[config.mk]
export PLATFORM = sky130hd
export DESIGN_NAME = seg_xlate
export DESIGN_NICKNAME = d
export VERILOG_FILES = /design/src/rtl/seg_xlate_pkg.sv /design/src/rtl/seg_xlate_fsm.sv /design/src/rtl/seg_desc_eval.sv /design/src/rtl/seg_xlate.sv
export SDC_FILE = /design/constraint.sdc
export NUM_CORES = 1
export LEC_CHECK = 0
export ABC_AREA = 1
export BUFFER_PORTS_ARGS = -buffer_cell sky130_fd_sc_hd__buf_2
export CAP_MARGIN = 20
export CORE_ASPECT_RATIO = 0.75
export CORE_MARGIN = 4
export CORE_UTILIZATION = 25
export DETAILED_ROUTE_END_ITERATION = 7
export MAX_ROUTING_LAYER = met4
export SYNTH_ARGS = -nofsm -noshare
export SYNTH_HDL_FRONTEND = slang
export SYNTH_SLANG_ARGS = --single-unit
[constraint.sdc]
create_clock -name clk_i -period 1.93 [get_ports clk_i]
set_input_delay 0.193 -clock clk_i [delete_from_list [all_inputs] [get_ports clk_i]]
set_output_delay 0.193 -clock clk_i [all_outputs]
set_load 0.1 [all_outputs]
[src/rtl/seg_xlate_pkg.sv]
package seg_xlate_pkg;

  localparam int unsigned FLAG_W = 4;

  typedef enum logic [1:0] {
    ACC_READ  = 2'b00,
    ACC_WRITE = 2'b01,
    ACC_EXEC  = 2'b10,
    ACC_NONE  = 2'b11
  } acc_e;

  typedef enum logic [1:0] {
    TRAP_RANGE   = 2'b00,
    TRAP_ABSENT  = 2'b01,
    TRAP_BOUND   = 2'b10,
    TRAP_PERM    = 2'b11
  } trap_e;

  typedef enum logic [2:0] {
    ST_IDLE,
    ST_ISS0,
    ST_WT0,
    ST_ISS1,
    ST_WT1
  } st_e;

  // bit order matches descriptor word 1 bits 3:0
  typedef struct packed {
    logic present;
    logic rd;
    logic wr;
    logic ex;
  } flags_t;

endpackage

[src/rtl/seg_xlate_fsm.sv]
module seg_xlate_fsm
  import seg_xlate_pkg::*;
(
  input  logic clk_i,
  input  logic rst_ni,
  input  logic req_valid_i,
  input  logic in_range_i,
  input  logic mem_rvalid_i,
  output logic ready_o,
  output logic mem_req_o,
  output logic word_sel_o,
  output logic w0_en_o,
  output logic fin_o,
  output logic range_trap_o
);

  st_e st_q, st_d;

  always_comb begin
    st_d         = st_q;
    ready_o      = 1'b0;
    mem_req_o    = 1'b0;
    word_sel_o   = 1'b0;
    w0_en_o      = 1'b0;
    fin_o        = 1'b0;
    range_trap_o = 1'b0;
    unique case (st_q)
      ST_IDLE: begin
        ready_o = 1'b1;
        if (req_valid_i) begin
          if (in_range_i) st_d = ST_ISS0;
          else            range_trap_o = 1'b1;
        end
      end
      ST_ISS0: begin
        mem_req_o = 1'b1;
        st_d      = ST_WT0;
      end
      ST_WT0: begin
        if (mem_rvalid_i) begin
          w0_en_o = 1'b1;
          st_d    = ST_ISS1;
        end
      end
      ST_ISS1: begin
        mem_req_o  = 1'b1;
        word_sel_o = 1'b1;
        st_d       = ST_WT1;
      end
      ST_WT1: begin
        word_sel_o = 1'b1;
        if (mem_rvalid_i) begin
          fin_o = 1'b1;
          st_d  = ST_IDLE;
        end
      end
      default: st_d = ST_IDLE;
    endcase
  end

  always_ff @(posedge clk_i or negedge rst_ni) begin
    if (!rst_ni) st_q <= ST_IDLE;
    else         st_q <= st_d;
  end

endmodule

[src/rtl/seg_desc_eval.sv]
module seg_desc_eval
  import seg_xlate_pkg::*;
#(
  parameter int unsigned ADDR_W = 32,
  localparam int unsigned LIM_W = ADDR_W - FLAG_W
) (
  input  logic [ADDR_W-1:0] base_i,
  input  logic [ADDR_W-1:0] attr_i,
  input  logic [LIM_W-1:0]  off_i,
  input  logic [1:0]        acc_i,
  output logic              trap_o,
  output logic [1:0]        cause_o,
  output logic [ADDR_W-1:0] paddr_o
);

  flags_t           flags;
  logic [LIM_W-1:0] limit;
  logic             perm_ok;
  logic             bound_ok;

  assign flags    = flags_t'(attr_i[FLAG_W-1:0]);
  assign limit    = attr_i[ADDR_W-1:FLAG_W];
  assign bound_ok = off_i < limit;

  always_comb begin
    unique case (acc_e'(acc_i))
      ACC_READ:  perm_ok = flags.rd;
      ACC_WRITE: perm_ok = flags.wr;
      ACC_EXEC:  perm_ok = flags.ex;
      default:   perm_ok = 1'b0;
    endcase
  end

  // checks in fixed priority; range check is done before the fetch
  always_comb begin
    trap_o  = 1'b1;
    cause_o = TRAP_RANGE;
    paddr_o = '0;
    if (!flags.present)  cause_o = TRAP_ABSENT;
    else if (!bound_ok)  cause_o = TRAP_BOUND;
    else if (!perm_ok)   cause_o = TRAP_PERM;
    else begin
      trap_o  = 1'b0;
      paddr_o = base_i + ADDR_W'(off_i);
    end
  end

endmodule

[src/rtl/seg_xlate.sv]
module seg_xlate
  import seg_xlate_pkg::*;
#(
  parameter int unsigned ADDR_W = 32,
  parameter int unsigned SEG_W  = 8
) (
  input  logic              clk_i,
  input  logic              rst_ni,
  input  logic              req_valid_i,
  output logic              req_ready_o,
  input  logic [SEG_W-1:0]  req_seg_i,
  input  logic [ADDR_W-5:0] req_off_i,
  input  logic [1:0]        req_acc_i,
  input  logic [ADDR_W-1:0] tbl_base_i,
  input  logic [SEG_W:0]    tbl_len_i,
  output logic              mem_req_o,
  output logic [ADDR_W-1:0] mem_addr_o,
  input  logic              mem_rvalid_i,
  input  logic [ADDR_W-1:0] mem_rdata_i,
  output logic              done_o,
  output logic              trap_o,
  output logic [1:0]        cause_o,
  output logic [ADDR_W-1:0] paddr_o
);

  localparam int unsigned LIM_W      = ADDR_W - FLAG_W;
  localparam int unsigned WORD_BYTES = ADDR_W / 8;
  localparam int unsigned ENTRY_SH   = $clog2(2 * WORD_BYTES);

  logic              in_range, accept;
  logic              word_sel, w0_en, fin, range_trap;
  logic [ADDR_W-1:0] entry_q, base_q;
  logic [LIM_W-1:0]  off_q;
  logic [1:0]        acc_q;
  logic              ev_trap;
  logic [1:0]        ev_cause;
  logic [ADDR_W-1:0] ev_paddr;
  logic              done_q, trap_q;
  logic [1:0]        cause_q;
  logic [ADDR_W-1:0] paddr_q;

  assign in_range = {1'b0, req_seg_i} < tbl_len_i;
  assign accept   = req_valid_i & req_ready_o;

  seg_xlate_fsm u_fsm (
    .clk_i        (clk_i),
    .rst_ni       (rst_ni),
    .req_valid_i  (req_valid_i),
    .in_range_i   (in_range),
    .mem_rvalid_i (mem_rvalid_i),
    .ready_o      (req_ready_o),
    .mem_req_o    (mem_req_o),
    .word_sel_o   (word_sel),
    .w0_en_o      (w0_en),
    .fin_o        (fin),
    .range_trap_o (range_trap)
  );

  // operand capture at acceptance
  always_ff @(posedge clk_i or negedge rst_ni) begin
    if (!rst_ni) begin
      entry_q <= '0;
      off_q   <= '0;
      acc_q   <= '0;
    end else if (accept) begin
      entry_q <= tbl_base_i + (ADDR_W'(req_seg_i) << ENTRY_SH);
      off_q   <= req_off_i;
      acc_q   <= req_acc_i;
    end
  end

  always_ff @(posedge clk_i or negedge rst_ni) begin
    if (!rst_ni)    base_q <= '0;
    else if (w0_en) base_q <= mem_rdata_i;
  end

  assign mem_addr_o = word_sel ? entry_q + ADDR_W'(WORD_BYTES) : entry_q;

  // word 1 is evaluated straight off the read bus
  seg_desc_eval #(.ADDR_W(ADDR_W)) u_eval (
    .base_i  (base_q),
    .attr_i  (mem_rdata_i),
    .off_i   (off_q),
    .acc_i   (acc_q),
    .trap_o  (ev_trap),
    .cause_o (ev_cause),
    .paddr_o (ev_paddr)
  );

  always_ff @(posedge clk_i or negedge rst_ni) begin
    if (!rst_ni) begin
      done_q  <= 1'b0;
      trap_q  <= 1'b0;
      cause_q <= '0;
      paddr_q <= '0;
    end else begin
      done_q  <= 1'b0;
      trap_q  <= 1'b0;
      cause_q <= '0;
      paddr_q <= '0;
      if (range_trap) begin
        done_q  <= 1'b1;
        trap_q  <= 1'b1;
        cause_q <= TRAP_RANGE;
      end else if (fin) begin
        done_q  <= 1'b1;
        trap_q  <= ev_trap;
        cause_q <= ev_cause;
        paddr_q <= ev_paddr;
      end
    end
  end

  assign done_o  = done_q;
  assign trap_o  = trap_q;
  assign cause_o = cause_q;
  assign paddr_o = paddr_q;

endmodule

Yosys cells after proc, flatten, opt, wreduce, memory -nomap -nowiden
Index checks and enable logic that the tools add are counted.
- $add $sub $neg: 3
- magnitude comparators: 2
- equal/unequal tests: 10
- multiplexer cells: 33
- bitwise operators: 1
- reductions and logical operators: 5
- operators by type and width (kind ; number):
    32-bit two-way mux ; 6
    32-bit by 11-bit adder with 32-bit output ; 1
    32-bit by 28-bit adder with 32-bit output ; 1
    32-bit by 3-bit adder with 32-bit output (second input constant) ; 1
    28-bit < comparator ; 1
    1-bit two-way mux ; 16
    3-bit case mux with 5 select lines ; 1
    3-bit two-way mux ; 4
    2-bit two-way mux ; 5
    8-bit by 9-bit < comparator with 1-bit output ; 1
    2-bit != test (second input constant) ; 4
    3-bit by 2-bit == test with 1-bit output (second input constant) ; 2
    4-bit AND reduction ; 1
    2-bit OR reduction ; 2
    3-bit by 1-bit == test with 1-bit output (second input constant) ; 1
    3-bit == test (second input constant) ; 1
    3-bit zero test ; 1
    1-bit case mux with 3 select lines ; 1
    2-bit by 1-bit == test with 1-bit output (second input constant) ; 1
    2-bit == test (second input constant) ; 1
    2-bit zero test ; 1
    1-bit AND ; 1
- bits in registers: 133
- input bits: 115
- output and inout bits: 70
- logic and storage cells: 63

Logic depth before layout (Yosys ltp)
- depth in word-level cells: 7
- mapped depth: 14
- depth with buffers taken out: 14

Hierarchy
A second synthesis with hierarchy kept.
- cell total of the unflattened synthesis: 1592
- area, all modules: 10521.3 um^2
- by module, submodules not included (module ; instances ; cells each ; area an instance (um^2)):
    seg_xlate ; 1 ; 869 ; 6859.1
    seg_desc_eval ; 1 ; 695 ; 3482.1
    seg_xlate_fsm ; 1 ; 28 ; 180.2

Worst setup path before layout
Ideal clock, no wire load.
- path type: flip-flop to output port
- from: register u_fsm.st_q[2]
- to: output port mem_addr_o[19]
- arrival: 3.163 ns
- required time: 1.737 ns
- slack: -1.426 ns
- cell stages (with the launch flop): 7
- buffers on the path: 2
- cell sequence: dfrtp_1 inv_1 nand3_1 nand2_4 buf_2 buf_2 o21ai_0
- cells in the longest elaborated chain, start to end: 4
- elaborated cells on any way between the ends: 5
- classes of those cells: eq/ne (2); mux (2); reduce/logical (1)
- ends and longest elaborated chain (what ; line ; RTL):
    start: declaration ; seg_xlate_fsm.sv:17 ; st_e st_q, st_d;
    start signal: assignment ; seg_xlate_fsm.sv:63 ; else st_q <= st_d;
    3-bit by 2-bit == test with 1-bit output / 3-bit == test (equally long branches) ; seg_xlate_fsm.sv:27 ; unique case (st_q)
    2-bit OR reduction (no line) (*) ; n/a ;
    1-bit two-way mux (*) ; seg_xlate_fsm.sv:27 ;
    32-bit two-way mux (*) ; seg_xlate.sv:77 ; assign mem_addr_o = word_sel ? entry_q + ADDR_W'(WORD_BYTES) : entry_q;
    end: declaration ; seg_xlate.sv:17 ; output logic [ADDR_W-1:0] mem_addr_o,
Mark *: on every way between the ends. The rest lies on a longest branch, timed or not.

Final worst setup path
- from: register u_fsm.st_q[1]
- to: output port mem_addr_o[16]
Same word-level chain as after synthesis.

==> insert_results.sql <==
INSERT INTO impl_metrics (metric_group, metric, value, unit) VALUES
('critical_path', 'worstReg2RegEnd', 'off_q[22]$_DFFE_PN0P_', ''),
('grt', 'grt_antenna_before_repair', '0', ''),
('yosys', 'number_of_enable_type_register_cells_in_the_synthesized_netlist', '0', ''),
('floorplanning', 'dieArea', '43000', 'µm²'),
('sta', 'max_freq', '414', 'MHz'),
('clock_network', 'cts_htree_levels', '4', ''),
('yosys', 'postSynthNetCount', '1656', ''),
('detailed_routing', 'via_per_inst', '4.57', ''),
('critical_path', 'launch_point_of_the_worst_path', 'u_fsm.st_q[1]$_DFFE_PN0P_', ''),
('layout', 'final-instance-count-excl-fill', '2448', ''),
('power', 'powerDensity', '1730', 'nW/µm²'),
('clock_network', 'cts_tree', 'done', ''),
('clock_network', 'cts.reportedPaths.clkPinSlew', '0.07', 'ns'),
('critical_path', 'launching_element_type_of_the_critical_path', 'register', ''),
('floorplanning', 'io_pins', '185', ''),
('yosys', 'synth-seq-area-share', '33.5', '%'),
('detailed_routing', 'first_iter_violations', '846', ''),
('yosys', 'post_synth_inst_count', '1468', ''),
('yosys', 'synth.distinct_cells', '50', ''),
('yosys', 'post-synth-top-area-cell', 'dfrtp_1', ''),
('sta', 'rsz0062_at_grt', 'true', ''),
('sta', 'worstMarginPinSlew', '0.575', 'ns'),
('yosys', 'synth_top_cell_area_share', '33.5', '%'),
('sta', 'fin_crit', '2.41', 'ns'),
('floorplanning', 'initial_util', '25.6', '%'),
('layout', 'post_synthesis_to_final_layout_area_growth', '67.1', '%'),
('grt', 'grt_pass1_vias', '10797', ''),
('detailed_routing', 'number_of_nets_with_antenna_violations_after_routing', '0', ''),
('run_status', 'status', 'finished with violations', ''),
('layout', 'post_route_cells_drive_above_1_share', '38.4', '%'),
('layout', 'multi_input_comb_area', '7150', 'µm²'),
('sta', 'finalCritPeriodShare', '125', '%'),
('critical_path', 'required_time_of_the_critical_path', '1.74', 'ns'),
('sta', 'setup_total_negative_slack', '-28.34', 'ns'),
('run_status', 'failed_checks', 'negative setup slack', ''),
('detailed_routing', 'routed_wirelength_normalized_by_instance_count', '16.9', 'µm'),
('power', 'max-vdd-ir-drop', '1.07', 'mV'),
('min_path', 'hold-path-cell-count', '3', ''),
('critical_path', 'timing.reg2reg.worst_path_depth', '16', ''),
('grt', 'globalRoute.totalOverflow', '0', ''),
('clock_network', 'cts.root.buffer_cell', 'clkbuf_16', ''),
('yosys', 'netlist_top_cells_area', 'dfrtp_1, nand2_1, ha_1', ''),
('yosys', 'synth-warning-count', '0', ''),
('grt', 'grt_use_total', '18.4', '%'),
('grt', 'grt_first_pass_wirelength', '60000', 'µm'),
('min_path', 'worst_hold_startpoint', 'mem_rdata_i[12]', ''),
('min_path', 'hold_end', 'base_q[12]$_DFFE_PN0P_', ''),
('clock_network', 'clkSinkCount', '133', ''),
('floorplanning', 'die_height', '181', 'µm'),
('detailed_routing', 'detailed_router_iteration_count_before_antenna_repair', '5', ''),
('sta', 'postLayoutSetupSlackWorst', '-0.484', 'ns'),
('clock_network', 'cts_buffers', '17', ''),
('place', 'hpwlAfterDp', '31200', 'µm'),
('sta', 'report.final.setup_viol', '126', ''),
('yosys', 'async_reset_ff_share', '100', '%'),
('power', 'p_leak', '8.44', 'nW'),
('yosys', 'yosys_most_used_dff', 'dfrtp_1', ''),
('detailed_routing', 'drc', '0', ''),
('detailed_routing', 'routed_wl', '41500', 'µm'),
('place', 'detailed_place.area', '13700', 'µm²'),
('sta', 'clock_skew', '0.0142', 'ns'),
('place', 'globalplace.congestion', '0.987', ''),
('grt', 'grt_max_degree', '62', ''),
('layout', 'layout.filler_cells', '3852', ''),
('critical_path', 'critical_path.reg2reg.startpoint', 'u_fsm.st_q[1]$_DFFE_PN0P_', ''),
('critical_path', 'worst_setup_path_end_kind', 'primary output', ''),
('clock_network', 'clk-insertion-delay-late', '0.44', 'ns'),
('sta', 'finalHoldViolCount', '0', ''),
('layout', 'finalInstanceArea', '16600', 'µm²'),
('min_path', 'hp-class', 'input port to register', ''),
('layout', 'utilization', '42.8', '%');
-- placed cells by master, fill, tap and decap left out, types with 13 or more instances in the layout --
master / instances
a21oi_1: 30
buf_12: 47
buf_2: 152
buf_4: 197
buf_6: 17
clkbuf_16: 25
dfrtp_1: 121
dlygate4sd3_1: 37
ha_1: 46
ha_4: 23
inv_1: 196
inv_2: 15
nand2_1: 475
nand2_2: 55
nand2_4: 14
nand3_1: 45
nand3_2: 15
nand3b_1: 13
nand4_1: 15
nor2_1: 89
nor2_2: 42
nor2_4: 22
nor3_2: 15
o21ai_0: 48
o21ai_1: 14
xnor2_1: 16
xor2_4: 17
-- worst max-delay path, stage by stage, from the launching register on --
cell and delay, ns:
dfrtp_2 0.45, nor2_4 0.15, nand2_4 0.07, nand2_4 0.10
nand3_4 0.08, nor2_4 0.14, nand2_4 0.09, nor2_4 0.16
buf_4 0.16, xor2_4 0.16, buf_12 0.19
-- layer usage --
layer	wire length (µm)	track usage (%)
met4	525	3.74
met2	17800	26.6
met5	0	-
met1	20800	26.8
met3	2380	3.38
-- repair_timing --
action                                 4_1_cts  5_1_grt
pin swaps                                   27       39
cloned                                       1       13
endpoints found under the hold margin       74        0
gates resized for setup                    153      170
hold buffers                                37        0
setup buffers                               20       33
setup endpoints to repair                   61      128
-- report_power, final --
group | internal (mW) | leakage [nW] | switching (mW)
clock network | 1.79 | 0.261 | 1.36
logic | 8.55 | 6.48 | 12.0
registers | 3.81 | 1.69 | 1.20
total | 14.2 | 8.44 | 14.5
-- logic make-up (layout without fill, tap and decap cells) --
group,count (synthesis),count (layout),share of synthesized area [%]
AND/OR/NAND/NOR,840,840,35.9
buffers and inverters,242,710,9.72
flip-flops,133,133,33.5
AO/OA/AOI/OAI,132,132,7.17
adder cells (fa/ha/maj),73,73,9.35
XOR/XNOR,45,45,3.97
multiplexers,3,3,0.340
-- Yosys cell counts (7+ instances only) --
cell type / count
nand2_1: 540
inv_1: 212
nor2_1: 143
dfrtp_1: 133
ha_1: 71
o21ai_0: 63
nand3_1: 61
a21oi_1: 41
nor3_1: 27
xor2_1: 27
xnor2_1: 18
nand4_1: 15
nand3b_1: 13
buf_2: 8
buf_4: 8
clkbuf_1: 8
nor2_2: 8
o21bai_1: 7
-- how the worst max path moves through the flow --
stage	to	slack (ns)	cells after the start
6_report	mem_addr_o[16]	-0.48	10
3_3_place_gp	paddr_o[27]$_DFF_PN0_	-0.14	12
5_1_grt	mem_addr_o[18]	-0.63	10
3_5_place_dp	entry_q[27]$_DFFE_PN0P_	-0.17	11
4_1_cts	mem_addr_o[18]	-0.49	10
2_1_floorplan	mem_addr_o[18]	-0.28	9
-- registers in the layout (all words and copies together) (netlist names) --
name	count
off_q	28
acc_q	2
trap_o	1
done_o	1
base_q	32
cause_o	2
entry_q	32
paddr_o	32
u_fsm.st_q	3
-- area by class of cell --
type | instances | share of cell area, %
clock buffer | 19 | 2.67
clock inverter | 11 | 0.641
inverter | 215 | 5.00
multi-input combinational | 1093 | 43.1
sequential | 133 | 20.2
tap | 512 | 3.86
timing repair buffer | 465 | 24.6
-- through the flow --
stage | worst slack (ns) | power, mW
2_1_floorplan | -0.278 | 14.6
3_3_place_gp | -0.143 | 21.5
3_5_place_dp | -0.168 | 21.6
4_1_cts | -0.487 | 26.6
5_1_grt | -0.633 | 30.4
6_report | -0.484 | 28.7
Power figures use the tool's default switching activity.
